**config.mk**
```make
export PLATFORM = sky130hd
export DESIGN_NAME = ext_irq_trigger
export DESIGN_NICKNAME = d
export VERILOG_FILES = /design/src/rtl/eit_pkg.sv /design/src/rtl/eit_pin_sync.sv /design/src/rtl/eit_trigger_detect.sv /design/src/rtl/eit_regbank.sv /design/src/rtl/ext_irq_trigger.sv
export SDC_FILE = /design/constraint.sdc
export NUM_CORES = 1
export LEC_CHECK = 0
export BUFFER_PORTS_ARGS = -buffer_cell sky130_fd_sc_hd__buf_2
export CORE_MARGIN = 4
export CORE_UTILIZATION = 35
export CTS_CLUSTER_DIAMETER = 30
export DETAILED_ROUTE_END_ITERATION = 10
export RECOVER_POWER = 50
export SLEW_MARGIN = 20
export SYNTH_ARGS = -nofsm -noshare
export SYNTH_HDL_FRONTEND = slang
export SYNTH_SLANG_ARGS = --single-unit
```
**constraint.sdc**
```tcl
create_clock -name clk -period 2.2 [get_ports clk]
set_input_delay 0.66 -clock clk [delete_from_list [all_inputs] [get_ports clk]]
set_output_delay 0.66 -clock clk [all_outputs]
set_load 0.005 [all_outputs]
```
**src/rtl/eit_pkg.sv**
```systemverilog
package eit_pkg;

  localparam int DATA_W   = 32;
  localparam int CODE_W   = 3;
  localparam int NIBBLE_W = 4;
  localparam int MAX_PINS = 6;

  typedef enum logic [1:0] {
    SLOT_CFG  = 2'd0,
    SLOT_AUX  = 2'd1,
    SLOT_PEND = 2'd2,
    SLOT_EN   = 2'd3
  } reg_slot_e;

  typedef enum logic [CODE_W-1:0] {
    TRIG_OFF  = 3'd0,
    TRIG_RISE = 3'd1,
    TRIG_FALL = 3'd2,
    TRIG_BOTH = 3'd3,
    TRIG_RSV4 = 3'd4,
    TRIG_HIGH = 3'd5,
    TRIG_LOW  = 3'd6,
    TRIG_RSV7 = 3'd7
  } trig_code_e;

endpackage

```
**src/rtl/eit_pin_sync.sv**
```systemverilog
module eit_pin_sync #(
  parameter int NUM_PINS = 6,
  parameter int STAGES   = 2
) (
  input  logic                clk,
  input  logic                rst_n,
  input  logic [NUM_PINS-1:0] pin_raw,
  output logic [NUM_PINS-1:0] pin_sync
);

  logic [NUM_PINS-1:0] stage_q [STAGES];

  for (genvar k = 0; k < STAGES; k++) begin : g_stage
    if (k == 0) begin : g_first
      always_ff @(posedge clk or negedge rst_n) begin
        if (!rst_n) stage_q[k] <= '0;
        else        stage_q[k] <= pin_raw;
      end
    end else begin : g_next
      always_ff @(posedge clk or negedge rst_n) begin
        if (!rst_n) stage_q[k] <= '0;
        else        stage_q[k] <= stage_q[k-1];
      end
    end
  end

  assign pin_sync = stage_q[STAGES-1];

endmodule

```
**src/rtl/eit_trigger_detect.sv**
```systemverilog
module eit_trigger_detect
  import eit_pkg::*;
#(
  parameter int NUM_PINS = 6
) (
  input  logic                       clk,
  input  logic                       rst_n,
  input  logic [NUM_PINS-1:0]        pin_sync,
  input  logic [NUM_PINS*CODE_W-1:0] cfg_codes,
  output logic [NUM_PINS-1:0]        edge_evt,
  output logic [NUM_PINS-1:0]        lvl_act
);

  logic [NUM_PINS-1:0] prev_q;

  always_ff @(posedge clk or negedge rst_n) begin
    if (!rst_n) prev_q <= '0;
    else        prev_q <= pin_sync;
  end

  for (genvar i = 0; i < NUM_PINS; i++) begin : g_pin
    trig_code_e code;
    logic       went_up;
    logic       went_down;

    assign code      = trig_code_e'(cfg_codes[i*CODE_W +: CODE_W]);
    assign went_up   = pin_sync[i] & ~prev_q[i];
    assign went_down = ~pin_sync[i] & prev_q[i];

    always_comb begin
      edge_evt[i] = 1'b0;
      lvl_act[i]  = 1'b0;
      unique case (code)
        TRIG_RISE: edge_evt[i] = went_up;
        TRIG_FALL: edge_evt[i] = went_down;
        TRIG_BOTH: edge_evt[i] = went_up | went_down;
        TRIG_HIGH: lvl_act[i]  = pin_sync[i];
        TRIG_LOW:  lvl_act[i]  = ~pin_sync[i];
        default: begin
          edge_evt[i] = 1'b0;
          lvl_act[i]  = 1'b0;
        end
      endcase
    end
  end

endmodule

```
**src/rtl/eit_regbank.sv**
```systemverilog
module eit_regbank
  import eit_pkg::*;
#(
  parameter int NUM_PINS = 6
) (
  input  logic                       clk,
  input  logic                       rst_n,
  input  logic                       bus_sel,
  input  logic                       bus_wr,
  input  logic [1:0]                 bus_word,
  input  logic [DATA_W-1:0]          bus_wdata,
  output logic [DATA_W-1:0]          bus_rdata,
  input  logic [NUM_PINS-1:0]        edge_evt,
  output logic [NUM_PINS*CODE_W-1:0] cfg_codes,
  output logic [NUM_PINS-1:0]        en_q,
  output logic [NUM_PINS-1:0]        pend_q
);

  localparam int CFG_BITS = NUM_PINS * NIBBLE_W;

  logic                wr_cfg, wr_pend, wr_en, rd_any;
  logic [CFG_BITS-1:0] cfg_view;

  assign wr_cfg  = bus_sel & bus_wr & (reg_slot_e'(bus_word) == SLOT_CFG);
  assign wr_pend = bus_sel & bus_wr & (reg_slot_e'(bus_word) == SLOT_PEND);
  assign wr_en   = bus_sel & bus_wr & (reg_slot_e'(bus_word) == SLOT_EN);
  assign rd_any  = bus_sel & ~bus_wr;

  for (genvar i = 0; i < NUM_PINS; i++) begin : g_cfg
    always_ff @(posedge clk or negedge rst_n) begin
      if (!rst_n)      cfg_codes[i*CODE_W +: CODE_W] <= '0;
      else if (wr_cfg) cfg_codes[i*CODE_W +: CODE_W] <= bus_wdata[i*NIBBLE_W +: CODE_W];
    end
    assign cfg_view[i*NIBBLE_W +: NIBBLE_W] = {1'b0, cfg_codes[i*CODE_W +: CODE_W]};
  end

  always_ff @(posedge clk or negedge rst_n) begin
    if (!rst_n) begin
      pend_q <= '0;
      en_q   <= '0;
    end else begin
      pend_q <= (wr_pend ? (pend_q & bus_wdata[NUM_PINS-1:0]) : pend_q) | edge_evt;
      if (wr_en) en_q <= bus_wdata[NUM_PINS-1:0];
    end
  end

  always_comb begin
    bus_rdata = '0;
    if (rd_any) begin
      unique case (reg_slot_e'(bus_word))
        SLOT_CFG:  bus_rdata[CFG_BITS-1:0] = cfg_view;
        SLOT_AUX:  bus_rdata = '0;
        SLOT_PEND: bus_rdata[NUM_PINS-1:0] = pend_q;
        SLOT_EN:   bus_rdata[NUM_PINS-1:0] = en_q;
        default:   bus_rdata = '0;
      endcase
    end
  end

  logic unused_wdata_hi;
  assign unused_wdata_hi = ^bus_wdata[DATA_W-1:CFG_BITS];

endmodule

```
**src/rtl/ext_irq_trigger.sv**
```systemverilog
module ext_irq_trigger
  import eit_pkg::*;
#(
  parameter int NUM_PINS    = 6,
  parameter int SYNC_STAGES = 2
) (
  input  logic                clk,
  input  logic                rst_n,
  input  logic                bus_sel,
  input  logic                bus_wr,
  input  logic [1:0]          bus_word,
  input  logic [31:0]         bus_wdata,
  output logic [31:0]         bus_rdata,
  input  logic [NUM_PINS-1:0] pin_in,
  output logic [NUM_PINS-1:0] irq_req
);

  if (NUM_PINS < 1 || NUM_PINS > MAX_PINS) begin : g_bad_pins
    $error("NUM_PINS out of range");
  end

  logic [NUM_PINS-1:0]        pin_sync;
  logic [NUM_PINS-1:0]        edge_evt;
  logic [NUM_PINS-1:0]        lvl_act;
  logic [NUM_PINS-1:0]        pend_q;
  logic [NUM_PINS-1:0]        en_q;
  logic [NUM_PINS*CODE_W-1:0] cfg_codes;

  eit_pin_sync #(.NUM_PINS(NUM_PINS), .STAGES(SYNC_STAGES)) u_sync (
    .clk      (clk),
    .rst_n    (rst_n),
    .pin_raw  (pin_in),
    .pin_sync (pin_sync)
  );

  eit_trigger_detect #(.NUM_PINS(NUM_PINS)) u_detect (
    .clk       (clk),
    .rst_n     (rst_n),
    .pin_sync  (pin_sync),
    .cfg_codes (cfg_codes),
    .edge_evt  (edge_evt),
    .lvl_act   (lvl_act)
  );

  eit_regbank #(.NUM_PINS(NUM_PINS)) u_regs (
    .clk       (clk),
    .rst_n     (rst_n),
    .bus_sel   (bus_sel),
    .bus_wr    (bus_wr),
    .bus_word  (bus_word),
    .bus_wdata (bus_wdata),
    .bus_rdata (bus_rdata),
    .edge_evt  (edge_evt),
    .cfg_codes (cfg_codes),
    .en_q      (en_q),
    .pend_q    (pend_q)
  );

  assign irq_req = en_q & (pend_q | lvl_act);

endmodule

```
==> results of run 1 <==
==> cells in the final DEF (no fill, tap or decap), drive strengths merged <==
cell type / instances
mux2i: 9
and2: 18
nor3: 3
conb: 13
and2b: 1
o31a: 3
nand2b: 6
buf: 68
o21ai: 11
a21oi: 3
nor2: 1
ha: 12
inv: 18
dfrtp: 48
o311ai: 3
nand2: 7
nor2b: 6
a311o: 3
nand4: 1
mux2: 24
nor3b: 1
nand3b: 3
nand4b: 1
nor4bb: 5
a311oi: 3
and4b: 2
clkbuf: 10
nand3: 5
==> metal layers <==
metal,part of all wire,wire length (um),up-vias
li1,-,-,863
met1,0.48,2450,845
met2,0.45,2270,52
met3,0.061,310,6
met4,0.011,54,0
met5,0,0,-
==> sequential cells by signal, indices dropped and copies added (netlist names) <==
signal            cells
u_regs.en_q           6
u_regs.pend_q         6
u_sync.stage_q        6
u_detect.prev_q       6
u_sync.pin_sync       6
u_regs.cfg_codes     18
==> worst max path at each step <==
stage                    end  slack (ps)  cells after the start
6_report       bus_rdata[22]         -60                      6
5_1_grt        bus_rdata[12]        -110                      6
4_1_cts        bus_rdata[22]         -50                      6
3_5_place_dp   bus_rdata[10]         -70                      6
3_3_place_gp   bus_rdata[10]         -80                      6
2_1_floorplan  bus_rdata[10]          70                      4
==> repair_timing <==
item,in CTS,in global routing
endpoints found under the setup margin,14,14
gates resized for setup,13,15
setup buffers,1,1
pin swaps,5,0
==> power by group through the flow <==
stage	registers (W)	logic, W	clock network [W]
after floorplan	0.00114	0.000309	0
after global placement	0.00118	0.000431	0
after detailed placement	0.00119	0.000443	0
after CTS	0.00117	0.000454	0.000550
after global routing	0.00121	0.000512	0.000589
final	0.00117	0.000451	0.000527
==> per-stage QoR <==
stage	power (W)	util	setup TNS, ps
after floorplan	0.00145	-	0
after global placement	0.00161	0.428	-736
after detailed placement	0.00163	0.428	-649
after CTS	0.00218	0.450	-620
after global routing	0.00231	0.459	-1390
final	0.00215	0.459	-682
==> cell type report <==
| class | instances | share of cell area |
|---|---|---|
| multi-input cells | 144 | 0.375 |
| repair buffers | 70 | 0.154 |
| clock buffers | 8 | 0.0287 |
| well taps | 96 | 0.0383 |
| flip-flops and latches | 48 | 0.383 |
| inverters | 18 | 0.0215 |
==> cell families after synthesis <==
group	share of synthesized area
AOI/OAI and AO/OA	0.0719
muxes	0.145
adders and majority gates	0.0604
and+or+nand+nor	0.159
buffers and inverters	0.0790
other	0.00151
DFF	0.483
==> out/results.tsv, run 1 <==
stage	metric	value	unit
status	status	finished, violations left	
status	failed_checks	negative setup slack	
cts	cts_root_buffer	clkbuf_8	
setup_path	path_class	input port to output port	
cts	hold_buffers	0	
setup_path	max_stage_delay	250	ps
synth	yosysWarnings	0	
min_path	min_from	u_sync.stage_q[8]	
cts	cts_max_level	2	
sta	slew_headroom	0.226	
synth	yosysSeqAreaShare	0.483	
setup_path	critPathLaunchType	input port	
sta	fin_skew	3.64	ps
final_layout	nets	343	
detailed_routing	wire_per_inst	13.2	um
placement	dp_slack	-70.8	ps
final_layout	n_fill_cell	695	
global_routing	antenna_found_initial	0	
sta	fmax	443	MHz
global_routing	grt_use_met2	0.192	
min_path	hold_path_depth	0	
power	seq_power_share	0.545	
cts	cts_made_buffers	5	
final_layout	instances_no_fill	384	
sta	rsz0062_at_grt	true	
synth	ys_async_sr_fraction	1.00	
detailed_routing	wirelength	5.09	mm
min_path	hold_path_class	flop to flop	
placement	gp_congestion	0.782	
power	power_frac_clock	0.245	
placement	dp_hpwl	3.79	mm
final_layout	regArea	1200	um^2
sta	slew_violations	0	
setup_path	critPathSlowestCell	nor3b_4	
synth	yosys.area.top_type_share	0.483	
setup_path	crit_fanout	8	
global_routing	first_global_vias	1732	
cts	cts_tree	built	
sta	post-route-min-period	2260	ps
final_layout	drive_gt1_frac	0.358	
detailed_routing	vias	1766	
power	powerDensity	686	nW/um^2
setup_path	crit_arrival	1600	ps
synth	synth_cell_type_count	32	
synth	synth_seq_cells	48	
final_layout	multi_input_area	1170	um^2
setup_path	crit_family	simple AND/OR/NAND/NOR gates	
die	row_count	30	
detailed_routing	drt_iter0_drc	54	
setup_path	cpMostUsedCell	buf_6	
synth	syn_area_per_cell	11.5	um^2
power	swShare	0.280	
die	pin_count	82	
setup_path	worstPathCellList	buf_6 > and2b_1 > nor3b_4 > buf_6 > and2_4 > buf_6	
placement	placed_area	2920	um^2
sta	setup_violations	13	
synth	yosysMostFrequentCell	dfrtp_1	
placement	port_buffers	55	
setup_path	worst-path-buf-inv	3	
power	combPwrFrac	0.210	
global_routing	grt_pass1_wl	8.47	mm
die	initial_core_util	0.364	
power	leakagePower	1.52	nW
die	dieArea	8520	um^2
placement	dpl.cell_count	374	
setup_path	rr_worst_depth	5	
detailed_routing	drt_first_pass_iters	4	
synth	syn_inst	216	
die	die_y	92.3	um
sta	finalHoldViolations	0	
power	switching_power	0.000603	W
min_path	hold_path_end	u_sync.pin_sync[2]	
sta	tightest_slew	1160	ps
synth	synthTopCellsByArea	dfrtp_1 48%, mux2_2 6.3%, ha_1 6.0%	
cts	clk_latency	290	ps
global_routing	grt_overflow	0	
synth	synth_ff_type	dfrtp_1	
final_layout	syn_to_final_growth	26.1	%
detailed_routing	drc	0	
global_routing	busiest_layer	met2	
synth	synth-edff-count	0	
detailed_routing	antenna_left	0	
setup_path	startpoint	bus_wr	
global_routing	use_met3	0.0325	
cts	clk_pin_slew_worst_paths	80	ps
synth	synth_commonest_cells	48 x dfrtp_1, 18 x and2_1, 18 x inv_1, 14 x buf_4, 14 x mux2_2	
setup_path	critPathCaptureType	output port	
run	drv_cap	0	
setup_path	r2r_slack	860	ps
global_routing	grtUsageMet1	0.176	
die	die_x	92.3	um
global_routing	grt_usage	0.125	
setup_path	r2r_start	u_sync.pin_sync[3]	
detailed_routing	vias_per_cell	4.60	
final_layout	final_area	3140	um^2
sta	layout_setup_ws	-58.0	ps
sta	hold-worst-slack	351	ps
power	irDropWorstVdd	0.000328	V
die	core_area	6830	um^2
power	p_int	0.00155	W
synth	synth_area	2490	um^2
cts	cts.sinks	48	
sta	fin_crit_sh	1.03	
setup_path	r2r-end	u_regs.pend_q[3]	
setup_path	required	1540	ps
synth	yosysTopAreaCell	dfrtp_1	
final_layout	diodes	0	
cts	cts_buffer_depth	2	
global_routing	grt_max_degree	29	
(Power assumes the default switching activity.)
==> run 2, diff against run 1 <==
--- a/config.mk
+++ b/config.mk
@@ -6,10 +6,13 @@
 export NUM_CORES = 1
 export LEC_CHECK = 0
 export BUFFER_PORTS_ARGS = -buffer_cell sky130_fd_sc_hd__buf_2
+export CELL_PAD_IN_SITES_DETAIL_PLACEMENT = 0
+export CELL_PAD_IN_SITES_GLOBAL_PLACEMENT = 1
 export CORE_MARGIN = 4
 export CORE_UTILIZATION = 35
 export CTS_CLUSTER_DIAMETER = 30
 export DETAILED_ROUTE_END_ITERATION = 10
+export PLACE_DENSITY_LB_ADDON = 0.1
 export RECOVER_POWER = 50
 export SLEW_MARGIN = 20
 export SYNTH_ARGS = -nofsm -noshare
==> run 2 against run 1 <==
The run still ends with negative setup slack left. Via count fell by 2.9%. Power is 0.41% lower. Setup slack improved by 48 ps. Clock power is 2% higher. Wire length down 0.51%. Register-to-register slack hardly changed. Global-route usage about the same. Die area stayed put. Critical path depth stayed put. Cell area fell by 4.3%. Sequential power about the same. Largest cell class unchanged.
==> out/results.tsv, run 2 (same netlist as run 1, synthesis figures left out) <==
stage	metric	value	unit	change
cts	cts_tree	built		
detailed_routing	antenna_left	0		unchanged
setup_path	worstPathCellList	buf_6 > and2b_1 > nor3b_2 > buf_6 > and2_1 > buf_2		
power	power_frac_clock	0.251		+0.006
final_layout	fin_util	0.439		-0.0196
setup_path	critPathSlowestCell	and2b_1		
detailed_routing	vias	1714		-2.9%
final_layout	drive_gt1_frac	0.304		-0.0538
final_layout	top_register	u_regs.cfg_codes		
sta	fin_skew	5.17	ps	+1.52 ps
placement	gp_congestion	0.705		-9.8%
final_layout	multi_input_area	1130	um^2	-3.4%
cts	post_cts.repair.setup_buffers	0		-1
die	die_x	92.3	um	unchanged
power	powerDensity	714	nW/um^2	+4.0%
placement	placed_area	2910	um^2	-0.34%
cts	cts_root_buffer	clkbuf_8		
setup_path	critPathLaunchType	input port		
power	switching_power	0.000607	W	+0.79%
sta	rsz0062_at_grt	true		
power	irDropWorstVdd	0.000394	V	+20%
sta	fin_crit_sh	1.00		-0.0217
power	leakagePower	1.47	nW	-2.9%
die	dieArea	8520	um^2	unchanged
global_routing	grt_pass1_wl	8.42	mm	-0.50%
setup_path	cpMostUsedCell	buf_6		
cts	cts_buffer_depth	2		unchanged
placement	port_buffers	55		unchanged
cts	clk_latency	290	ps	about the same
final_layout	regArea	1200	um^2	unchanged
setup_path	required	1540	ps	about the same
status	failed_checks	negative setup slack		
setup_path	crit_fanout	13		+5
power	combPwrFrac	0.202		-0.008
cts	cts_made_buffers	5		unchanged
detailed_routing	drt_iter0_drc	59		+9.3%
final_layout	nets	338		-1.5%
final_layout	instances_no_fill	379		-1.3%
die	initial_core_util	0.364		unchanged
setup_path	crit_arrival	1550	ps	-50 ps
placement	dpl.cell_count	371		-0.80%
die	pin_count	82		unchanged
final_layout	final_common_cell	buf_2		
final_layout	diodes	0		unchanged
global_routing	grt_overflow	0		unchanged
run	drv_cap	0		unchanged
detailed_routing	vias_per_cell	4.52		-1.7%
global_routing	grt_max_degree	30		+3.4%
sta	slew_headroom	0.257		+0.0311
die	row_count	30		unchanged
sta	tightest_slew	1110	ps	-46.7 ps
die	die_y	92.3	um	unchanged
final_layout	largest_reg_flops	18		unchanged
global_routing	grt_usage	0.125		about the same
detailed_routing	wire_per_inst	13.4	um	+0.80%
sta	post-route-min-period	2210	ps	-47.6 ps
detailed_routing	drt_first_pass_iters	4		unchanged
setup_path	path_class	input port to output port		
sta	finalHoldViolations	0		unchanged
global_routing	first_global_vias	1723		-0.52%
min_path	hold_path_class	flop to flop		
final_layout	n_fill_cell	682		-1.9%
global_routing	antenna_found_initial	0		unchanged
setup_path	critPathCaptureType	output port		
power	swShare	0.284		+0.00336
detailed_routing	wirelength	5.06	mm	-0.51%
final_layout	syn_to_final_growth	20.7	%	
detailed_routing	drc	0		unchanged
cts	cts.sinks	48		unchanged
final_layout	layout_common_cells	52 x buf_2, 48 x dfrtp_1, 18 x inv_1, 18 x and2_1, 14 x mux2_2		
power	seq_power_share	0.548		+0.003
setup_path	r2r_slack	870	ps	about the same
cts	cts_max_level	2		unchanged
sta	fmax	452	MHz	+2.2%
status	status	finished, violations left		
die	core_area	6830	um^2	unchanged
sta	slew_violations	0		unchanged
sta	layout_setup_ws	-10.4	ps	+47.6 ps
sta	setup_violations	4		-9
final_layout	final_area	3000	um^2	-4.3%
cts	clk_pin_slew_worst_paths	80	ps	about the same
setup_path	max_stage_delay	190	ps	-60 ps
power	p_int	0.00153	W	-0.87%
placement	dp_hpwl	3.76	mm	-0.85%
## run 2: cell types whose count changed in the layout (fill, tap and decap cells not counted), sizes merged
cell  before  now
buf       68   63
## run 2: timing repair
item,4_1_cts,5_1_grt
gates resized for setup,3,1
hold buffers,0,0
pin swaps,0,0
setup endpoints to repair,17,15
## run 2: area by class of cell
class	count	share of cell area
Sequential cell	48	0.400
Multi-Input combinational cell	144	0.378
Timing Repair Buffer	65	0.129
Tap cell	96	0.0400
Clock buffer	8	0.0300
Inverter	18	0.0225
## run 2: worst paths after layout
| path | from | end | cells after the start |
|---|---|---|---|
| worst max-delay path | bus_wr | bus_rdata[17] | 6 |
| worst min-delay path | u_sync.stage_q[6] | u_sync.pin_sync[0] | 0 |
| worst max register to register | u_sync.pin_sync[3] | u_regs.pend_q[3] | 5 |
| worst min register to register | u_sync.stage_q[6] | u_sync.pin_sync[0] | 0 |
| max in group asynchronous | rst_n | u_regs.cfg_codes[7] | 2 |
| min in group asynchronous | rst_n | u_regs.cfg_codes[9] | 1 |
## run 2: metal layers
layer / share of wire / wire length [um] / global-route usage
met2: 0.45 / 2260 / 0.193
met1: 0.48 / 2430 / 0.170
met3: 0.066 / 334 / 0.0325
met5: 0 / 0 / 0
met4: 0.0069 / 35 / 0.0408
## run 2: power by group through the flow
| stage | Combinational [W] | Sequential (W) | Clock [W] |
|---|---|---|---|
| after floorplan | 0.000309 | 0.00114 | 0 |
| after global placement | 0.000434 | 0.00119 | 0 |
| after detailed placement | 0.000441 | 0.00119 | 0 |
| after CTS | 0.000446 | 0.00118 | 0.000559 |
| after global routing | 0.000495 | 0.00120 | 0.000593 |
| final | 0.000432 | 0.00117 | 0.000537 |
## run 2: critical path, delay by kind of cell
family                 cells  cell delay (ps)
buffers and inverters      3              380
and+or+nand+nor            3              510
## run 2: stage by stage
step | power, W | setup TNS [ps] | worst slack [ps] | hold WS (ps)
after detailed placement | 0.00164 | -696 | -54.2 | 335
after global routing | 0.00229 | -1690 | -79.1 | 362
after CTS | 0.00218 | -182 | -22.2 | 331
final | 0.00214 | -21.5 | -10.4 | 352
after global placement | 0.00163 | -522 | -38.4 | 332
after floorplan | 0.00145 | 0 | 71.2 | 331
